### config.mk
export PLATFORM = sky130hd
export DESIGN_NAME = lpm_ctrl
export DESIGN_NICKNAME = d
export VERILOG_FILES = /design/src/rtl/lpm_pkg.sv /design/src/rtl/lpm_bank_track.sv /design/src/rtl/lpm_timer.sv /design/src/rtl/lpm_seq.sv /design/src/rtl/lpm_ctrl.sv
export SDC_FILE = /design/constraint.sdc
export NUM_CORES = 1
export LEC_CHECK = 0
export ABC_AREA = 1
export CAP_MARGIN = 5
export CORE_ASPECT_RATIO = 1.1
export CORE_MARGIN = 1.5
export CORE_UTILIZATION = 40
export CTS_CLUSTER_SIZE = 10
export DETAILED_ROUTE_END_ITERATION = 16
export GPL_TIMING_DRIVEN = 0
export PLACE_DENSITY_LB_ADDON = 0.25
export SLEW_MARGIN = 30
export SYNTH_ARGS = -nofsm -noshare
export SYNTH_HDL_FRONTEND = slang
export SYNTH_SLANG_ARGS = --single-unit
### constraint.sdc
create_clock -name clk -period 2.2 [get_ports clk]
set_input_delay 0.22 -clock clk [delete_from_list [all_inputs] [get_ports clk]]
set_output_delay 0.22 -clock clk [all_outputs]
set_load 0.005 [all_outputs]
### src/rtl/lpm_pkg.sv
package lpm_pkg;
  localparam int CMD_W = 4;
  localparam logic [CMD_W-1:0] CMD_NOP  = 4'd0;
  localparam logic [CMD_W-1:0] CMD_ACT  = 4'd1;
  localparam logic [CMD_W-1:0] CMD_RD   = 4'd2;
  localparam logic [CMD_W-1:0] CMD_WR   = 4'd3;
  localparam logic [CMD_W-1:0] CMD_PRE  = 4'd4;
  localparam logic [CMD_W-1:0] CMD_PREA = 4'd5;
  localparam logic [CMD_W-1:0] CMD_REF  = 4'd6;
  localparam logic [CMD_W-1:0] CMD_MRS  = 4'd7;
  localparam logic [CMD_W-1:0] CMD_BST  = 4'd8;

  typedef enum logic [2:0] {
    ST_RUN,
    ST_SR,
    ST_XS,
    ST_PD,
    ST_DPD,
    ST_INIT,
    ST_SRG
  } lpm_state_e;
endpackage

### src/rtl/lpm_bank_track.sv
module lpm_bank_track
  import lpm_pkg::*;
#(
  parameter int NBANK = 4,
  localparam int BA_W = $clog2(NBANK)
) (
  input  logic             clk,
  input  logic             rst_n,
  input  logic [CMD_W-1:0] cmd,
  input  logic [BA_W-1:0]  ba,
  output logic             all_idle
);
  logic [NBANK-1:0] open_vec;

  for (genvar b = 0; b < NBANK; b++) begin : g_bank
    logic hit;
    logic set_open;
    logic clr_open;
    logic open_q;

    assign hit      = (ba == BA_W'(b));
    assign set_open = (cmd == CMD_ACT) && hit;
    assign clr_open = (cmd == CMD_PREA) || ((cmd == CMD_PRE) && hit);

    always_ff @(posedge clk or negedge rst_n) begin
      if (!rst_n) begin
        open_q <= 1'b0;
      end else if (set_open || clr_open) begin
        open_q <= set_open;
      end
    end

    assign open_vec[b] = open_q;
  end

  assign all_idle = ~|open_vec;
endmodule

### src/rtl/lpm_timer.sv
module lpm_timer #(
  parameter int CNT_W = 4
) (
  input  logic             clk,
  input  logic             rst_n,
  input  logic             load,
  input  logic [CNT_W-1:0] load_val,
  output logic             zero
);
  logic [CNT_W-1:0] cnt_q;
  logic [CNT_W-1:0] cnt_d;
  logic             cnt_en;

  assign zero   = (cnt_q == '0);
  assign cnt_en = load || !zero;

  always_comb begin
    if (load) begin
      cnt_d = load_val;
    end else begin
      cnt_d = cnt_q - CNT_W'(1);
    end
  end

  always_ff @(posedge clk or negedge rst_n) begin
    if (!rst_n) begin
      cnt_q <= '0;
    end else if (cnt_en) begin
      cnt_q <= cnt_d;
    end
  end
endmodule

### src/rtl/lpm_seq.sv
module lpm_seq
  import lpm_pkg::*;
#(
  parameter int BA_W  = 2,
  parameter int CNT_W = 4,
  parameter int T_RFC = 6,
  parameter int T_XS  = 8,
  parameter int T_CKE = 3,
  parameter int T_XP  = 2,
  parameter int T_SRR = 2,
  parameter int T_SRC = 4
) (
  input  logic             clk,
  input  logic             rst_n,
  input  logic [CMD_W-1:0] host_cmd,
  input  logic [BA_W-1:0]  host_ba,
  input  logic             sr_req,
  input  logic             pd_req,
  input  logic             dpd_req,
  input  logic             srr_req,
  input  logic             data_busy,
  input  logic             init_done,
  input  logic             all_idle,
  input  logic             tmr_zero,
  output logic             tmr_load,
  output logic [CNT_W-1:0] tmr_val,
  output logic             cke,
  output logic [CMD_W-1:0] cmd,
  output logic [BA_W-1:0]  ba,
  output logic             traffic_ok,
  output logic             srr_ack,
  output logic             pd_active,
  output logic             need_reinit
);
  lpm_state_e state_q, state_d;
  logic       pdact_q, pdact_d;
  logic       reinit_q, reinit_d;
  logic       quiet;

  assign quiet = all_idle && !data_busy;

  always_comb begin
    state_d    = state_q;
    pdact_d    = pdact_q;
    reinit_d   = reinit_q;
    tmr_load   = 1'b0;
    tmr_val    = '0;
    cke        = 1'b1;
    cmd        = CMD_NOP;
    ba         = '0;
    traffic_ok = 1'b0;
    srr_ack    = 1'b0;
    case (state_q)
      ST_RUN: begin
        if (tmr_zero) begin
          if (dpd_req && quiet) begin
            cmd     = CMD_BST;
            cke     = 1'b0;
            state_d = ST_DPD;
          end else if (srr_req && quiet) begin
            cmd      = CMD_MRS;
            ba       = BA_W'(1);
            tmr_load = 1'b1;
            tmr_val  = CNT_W'(T_SRR - 1);
            state_d  = ST_SRG;
          end else if (sr_req && quiet) begin
            cmd      = CMD_REF;
            cke      = 1'b0;
            tmr_load = 1'b1;
            tmr_val  = CNT_W'(T_RFC - 1);
            state_d  = ST_SR;
          end else if (pd_req) begin
            cke      = 1'b0;
            tmr_load = 1'b1;
            tmr_val  = CNT_W'(T_CKE - 1);
            pdact_d  = !all_idle;
            state_d  = ST_PD;
          end else begin
            traffic_ok = 1'b1;
            cmd        = host_cmd;
            ba         = host_ba;
          end
        end
      end
      ST_SR: begin
        cke = 1'b0;
        if (tmr_zero && !sr_req) begin
          cke      = 1'b1;
          tmr_load = 1'b1;
          tmr_val  = CNT_W'(T_XS - 1);
          state_d  = ST_XS;
        end
      end
      ST_XS: begin
        if (tmr_zero) begin
          cmd      = CMD_REF;
          tmr_load = 1'b1;
          tmr_val  = CNT_W'(T_RFC - 1);
          state_d  = ST_RUN;
        end
      end
      ST_PD: begin
        cke = 1'b0;
        if (tmr_zero && !pd_req) begin
          cke      = 1'b1;
          tmr_load = 1'b1;
          tmr_val  = CNT_W'(T_XP - 1);
          pdact_d  = 1'b0;
          state_d  = ST_RUN;
        end
      end
      ST_DPD: begin
        cke = 1'b0;
        if (!dpd_req) begin
          cke      = 1'b1;
          reinit_d = 1'b1;
          state_d  = ST_INIT;
        end
      end
      ST_INIT: begin
        traffic_ok = 1'b1;
        cmd        = host_cmd;
        ba         = host_ba;
        if (init_done) begin
          reinit_d = 1'b0;
          state_d  = ST_RUN;
        end
      end
      ST_SRG: begin
        if (tmr_zero) begin
          cmd      = CMD_RD;
          srr_ack  = 1'b1;
          tmr_load = 1'b1;
          tmr_val  = CNT_W'(T_SRC - 1);
          state_d  = ST_RUN;
        end
      end
      default: state_d = ST_RUN;
    endcase
  end

  always_ff @(posedge clk or negedge rst_n) begin
    if (!rst_n) begin
      state_q  <= ST_RUN;
      pdact_q  <= 1'b0;
      reinit_q <= 1'b0;
    end else begin
      state_q  <= state_d;
      pdact_q  <= pdact_d;
      reinit_q <= reinit_d;
    end
  end

  assign pd_active   = pdact_q;
  assign need_reinit = reinit_q;
endmodule

### src/rtl/lpm_ctrl.sv
module lpm_ctrl
  import lpm_pkg::*;
#(
  parameter int NBANK = 4,
  parameter int T_RFC = 6,
  parameter int T_XS  = 8,
  parameter int T_CKE = 3,
  parameter int T_XP  = 2,
  parameter int T_SRR = 2,
  parameter int CL    = 3,
  localparam int BA_W  = $clog2(NBANK),
  localparam int T_SRC = CL + 1,
  localparam int TM_A  = (T_RFC > T_XS) ? T_RFC : T_XS,
  localparam int TM_B  = (T_CKE > T_XP) ? T_CKE : T_XP,
  localparam int TM_C  = (T_SRR > T_SRC) ? T_SRR : T_SRC,
  localparam int TM_AB = (TM_A > TM_B) ? TM_A : TM_B,
  localparam int TMAX  = (TM_AB > TM_C) ? TM_AB : TM_C,
  localparam int CNT_W = $clog2(TMAX + 1)
) (
  input  logic             clk,
  input  logic             rst_n,
  input  logic [CMD_W-1:0] host_cmd_i,
  input  logic [BA_W-1:0]  host_ba_i,
  input  logic             sr_req_i,
  input  logic             pd_req_i,
  input  logic             dpd_req_i,
  input  logic             srr_req_i,
  input  logic             data_busy_i,
  input  logic             init_done_i,
  output logic             cke_o,
  output logic [CMD_W-1:0] cmd_o,
  output logic [BA_W-1:0]  ba_o,
  output logic             traffic_ok_o,
  output logic             srr_ack_o,
  output logic             pd_active_o,
  output logic             need_reinit_o
);
  logic             all_idle;
  logic             tmr_zero;
  logic             tmr_load;
  logic [CNT_W-1:0] tmr_val;

  lpm_bank_track #(.NBANK(NBANK)) u_banks (
    .clk      (clk),
    .rst_n    (rst_n),
    .cmd      (cmd_o),
    .ba       (ba_o),
    .all_idle (all_idle)
  );

  lpm_timer #(.CNT_W(CNT_W)) u_timer (
    .clk      (clk),
    .rst_n    (rst_n),
    .load     (tmr_load),
    .load_val (tmr_val),
    .zero     (tmr_zero)
  );

  lpm_seq #(
    .BA_W(BA_W), .CNT_W(CNT_W), .T_RFC(T_RFC), .T_XS(T_XS),
    .T_CKE(T_CKE), .T_XP(T_XP), .T_SRR(T_SRR), .T_SRC(T_SRC)
  ) u_seq (
    .clk         (clk),
    .rst_n       (rst_n),
    .host_cmd    (host_cmd_i),
    .host_ba     (host_ba_i),
    .sr_req      (sr_req_i),
    .pd_req      (pd_req_i),
    .dpd_req     (dpd_req_i),
    .srr_req     (srr_req_i),
    .data_busy   (data_busy_i),
    .init_done   (init_done_i),
    .all_idle    (all_idle),
    .tmr_zero    (tmr_zero),
    .tmr_load    (tmr_load),
    .tmr_val     (tmr_val),
    .cke         (cke_o),
    .cmd         (cmd_o),
    .ba          (ba_o),
    .traffic_ok  (traffic_ok_o),
    .srr_ack     (srr_ack_o),
    .pd_active   (pd_active_o),
    .need_reinit (need_reinit_o)
  );
endmodule

==> impl_metrics.tcl <==
set metrics [dict create \
    run_status "finished, violations left" \
    violations "negative setup slack" \
    path_class "flip-flop to output port" \
    worst_setup_path_start_kind "flip-flop" \
    die_area_sq_um 3570 \
    clkLatencyLatePin_ns 0.30 \
    synth_cells 180 \
    syn_area_per_cell_sq_um 7.15 \
    syn-num-nets 195 \
    vias_per_cell 5.22 \
    avgRoutedWirePerCell_microns 13.3 \
    antenna_found_initial 0 \
    power.density_nw_per_um2 882 \
    wirelength_microns 3440 \
    layoutNonFillerInstCount 259 \
    grt_overflow 0 \
    h-tree-depth 1 \
    rsz0062_at_grt "true" \
    finClkSkew_ns 0.0163 \
    synth.distinct_cells 31 \
    critPathMaxFanout 6 \
    drt_iter0_markers 58 \
    dr_wl_met3_microns 192 \
    clockBufferDepth 2 \
    io-pin-count 25 \
    die_height_microns 62.5 \
    syn-cell-area_sq_um 1290 \
    p_total_uw 1600 \
    maxSlewHeadroom 0.568 \
    start_util 0.422 \
    grt.total_usage 0.197 \
    antennaDiodeCount 0 \
    cp.arrival_ns 2.04 \
    seq_area_frac_synth 0.253 \
    leakagePower_uw 0.000942 \
    fin_crit_sh 1.03 \
    nets 241 \
    port_buffers 24 \
    postCtsHoldBufs 0 \
    vias 1353 \
    first_pass_iters 4 \
    drc 0 \
    rows 21 \
    clk_pin_slew_ns 0.10 \
    grt_pass1_vias 1304 \
    slew_viol_final 0 \
    cts_buffers 3 \
    highest-signal-layer "met4" \
    wl_met1_microns 1340 \
    synth_seq_cells 13 \
    grt_start_max_net_pins 14 \
    syn2layout_area_growth_pct 40.9 \
    core_sq_um 3050 \
    dp_cells 238 \
    max-cap-violations 0 \
    cts_root_buf "clkbuf_4" \
    reg2regPathDepth 12 \
    finalHoldViolCount 0 \
    grt_pass1_wl_microns 5630 \
    ir_worst_vdd_mv 0.670 \
    ant_nets 0 \
    gp_congestion 0.927 \
    setup_viol 1 \
    yosys_warnings 0 \
    hold_path.class "input pin to async pin" \
    cts.sinks 13 \
    end_kind "output port" \
    chipWidth_microns 57.1 \
    finalCriticalPeriod_ns 2.26 \
    required_ns 1.98 \
    drive_above_1_share 0.298 \
    met2_length_microns 1840 \
    worstMarginPinSlew_ns 0.646 \
    post-dp-hpwl_microns 2540 \
    cts_tree "built" \
    fmax_ghz 0.443 \
    setup_ws_ns -0.0575 \
]
==> logic make-up (layout without fill, tap and decap cells) <==
kind of cell	Yosys count	after routing	share of synthesized area
fa+ha+maj	1	1	0.00973
flops	13	13	0.253
buf+inv	30	75	0.0905
xor+xnor	3	3	0.0204
compound gates	25	25	0.112
simple gates	108	108	0.515
==> final timing paths <==
check                                              start                       end  slack (ns)
min in group clk                         u_seq.pd_active           u_seq.pd_active        0.49
worst min-delay path                               rst_n          u_seq.state_q[1]        0.31
worst min register to register           u_seq.pd_active           u_seq.pd_active        0.49
max in group asynchronous                          rst_n  u_banks.g_bank[2].open_q        1.46
worst max-delay path                    u_seq.state_q[0]                  cmd_o[3]       -0.06
worst max register to register  u_banks.g_bank[0].open_q  u_banks.g_bank[2].open_q        0.29
==> per-layer routing <==
metal,track usage,up-vias
met2,0.366,58
li1,-,672
met3,0.0207,10
met1,0.228,613
met4,0.0669,0
met5,0,-
==> cell usage after synthesis, drive strengths merged <==
master,n,area share
nand2,47,0.16
nor2,30,0.14
inv,29,0.087
nand3,20,0.12
dfrtp,13,0.25
o21ai,13,0.056
a21oi,8,0.031
nand4,5,0.053
nor3,5,0.028
xnor2,2,0.014
a211o,1,0.0068
a22oi,1,0.0058
a2bb2oi,1,0.0068
clkinv,1,0.0039
ha,1,0.0097
o22ai,1,0.0049
or2,1,0.0049
xor2,1,0.0068
==> cell type report <==
type | instances | area (sq um)
Fill cell | 275 | 1240
Multi-Input combinational cell | 137 | 916
Timing Repair Buffer | 41 | 385
Sequential cell | 13 | 325
Inverter | 30 | 116
Tap cell | 34 | 42.5
Clock buffer | 4 | 26.3
==> per-stage QoR <==
step	worst slack (ns)	hold WS, ns	cell area [sq um]	util	TNS, ns
5_1_grt	-0.142	0.361	1810	0.594	-0.202
2_1_floorplan	0.473	-0.0756	1290	-	0
6_report	-0.0575	0.310	1810	0.594	-0.0575
3_5_place_dp	-0.0912	0.475	1570	0.515	-0.211
3_3_place_gp	-0.0674	0.468	1570	0.515	-0.119
4_1_cts	-0.0599	0.340	1720	0.566	-0.156
==> registers in the layout, indices dropped and copies added, names as in the netlist <==
signal,count
u_banks.g_bank.open_q,4
u_seq.need_reinit,1
u_seq.state_q,3
u_seq.pd_active,1
u_timer.cnt_q,4
==> layout by cell type, fill, tap and decap left out, types with 6 or more instances in the layout <==
cell type | Yosys | routed
nand2_1 | 40 | 36
inv_1 | 24 | 22
nor2_1 | 21 | 18
clkdlybuf4s50_1 | 0 | 17
buf_4 | 0 | 16
dfrtp_1 | 13 | 13
nand3_1 | 14 | 12
o21ai_0 | 11 | 11
a21oi_1 | 8 | 8
inv_2 | 4 | 6
nand2_2 | 4 | 6
==> power breakdown <==
group          internal [uW]  total, uW  switching (uW)
Sequential               332        421            88.4
Combinational            455       1020             560
Clock                   70.6        162            91.5
Total                    858       1600             740
==> critical path, cell delays in order, from the launching register on <==
cell and delay [ns]:
dfrtp_1 0.45, inv_2 0.12, nand3_4 0.15, nor2_8 0.16
buf_4 0.12, nand2_1 0.06, o21ai_2 0.12, clkdlybuf4s50_1 0.55
==> what timing repair did <==
action / 4_1_cts / 5_1_grt
endpoints found under the hold margin: 0 / 0
buffers inserted: 11 / 6
setup endpoints to repair: 9 / 6
resized for setup: 17 / 10
pin swaps: 12 / 4
(Power assumes the default switching activity.)
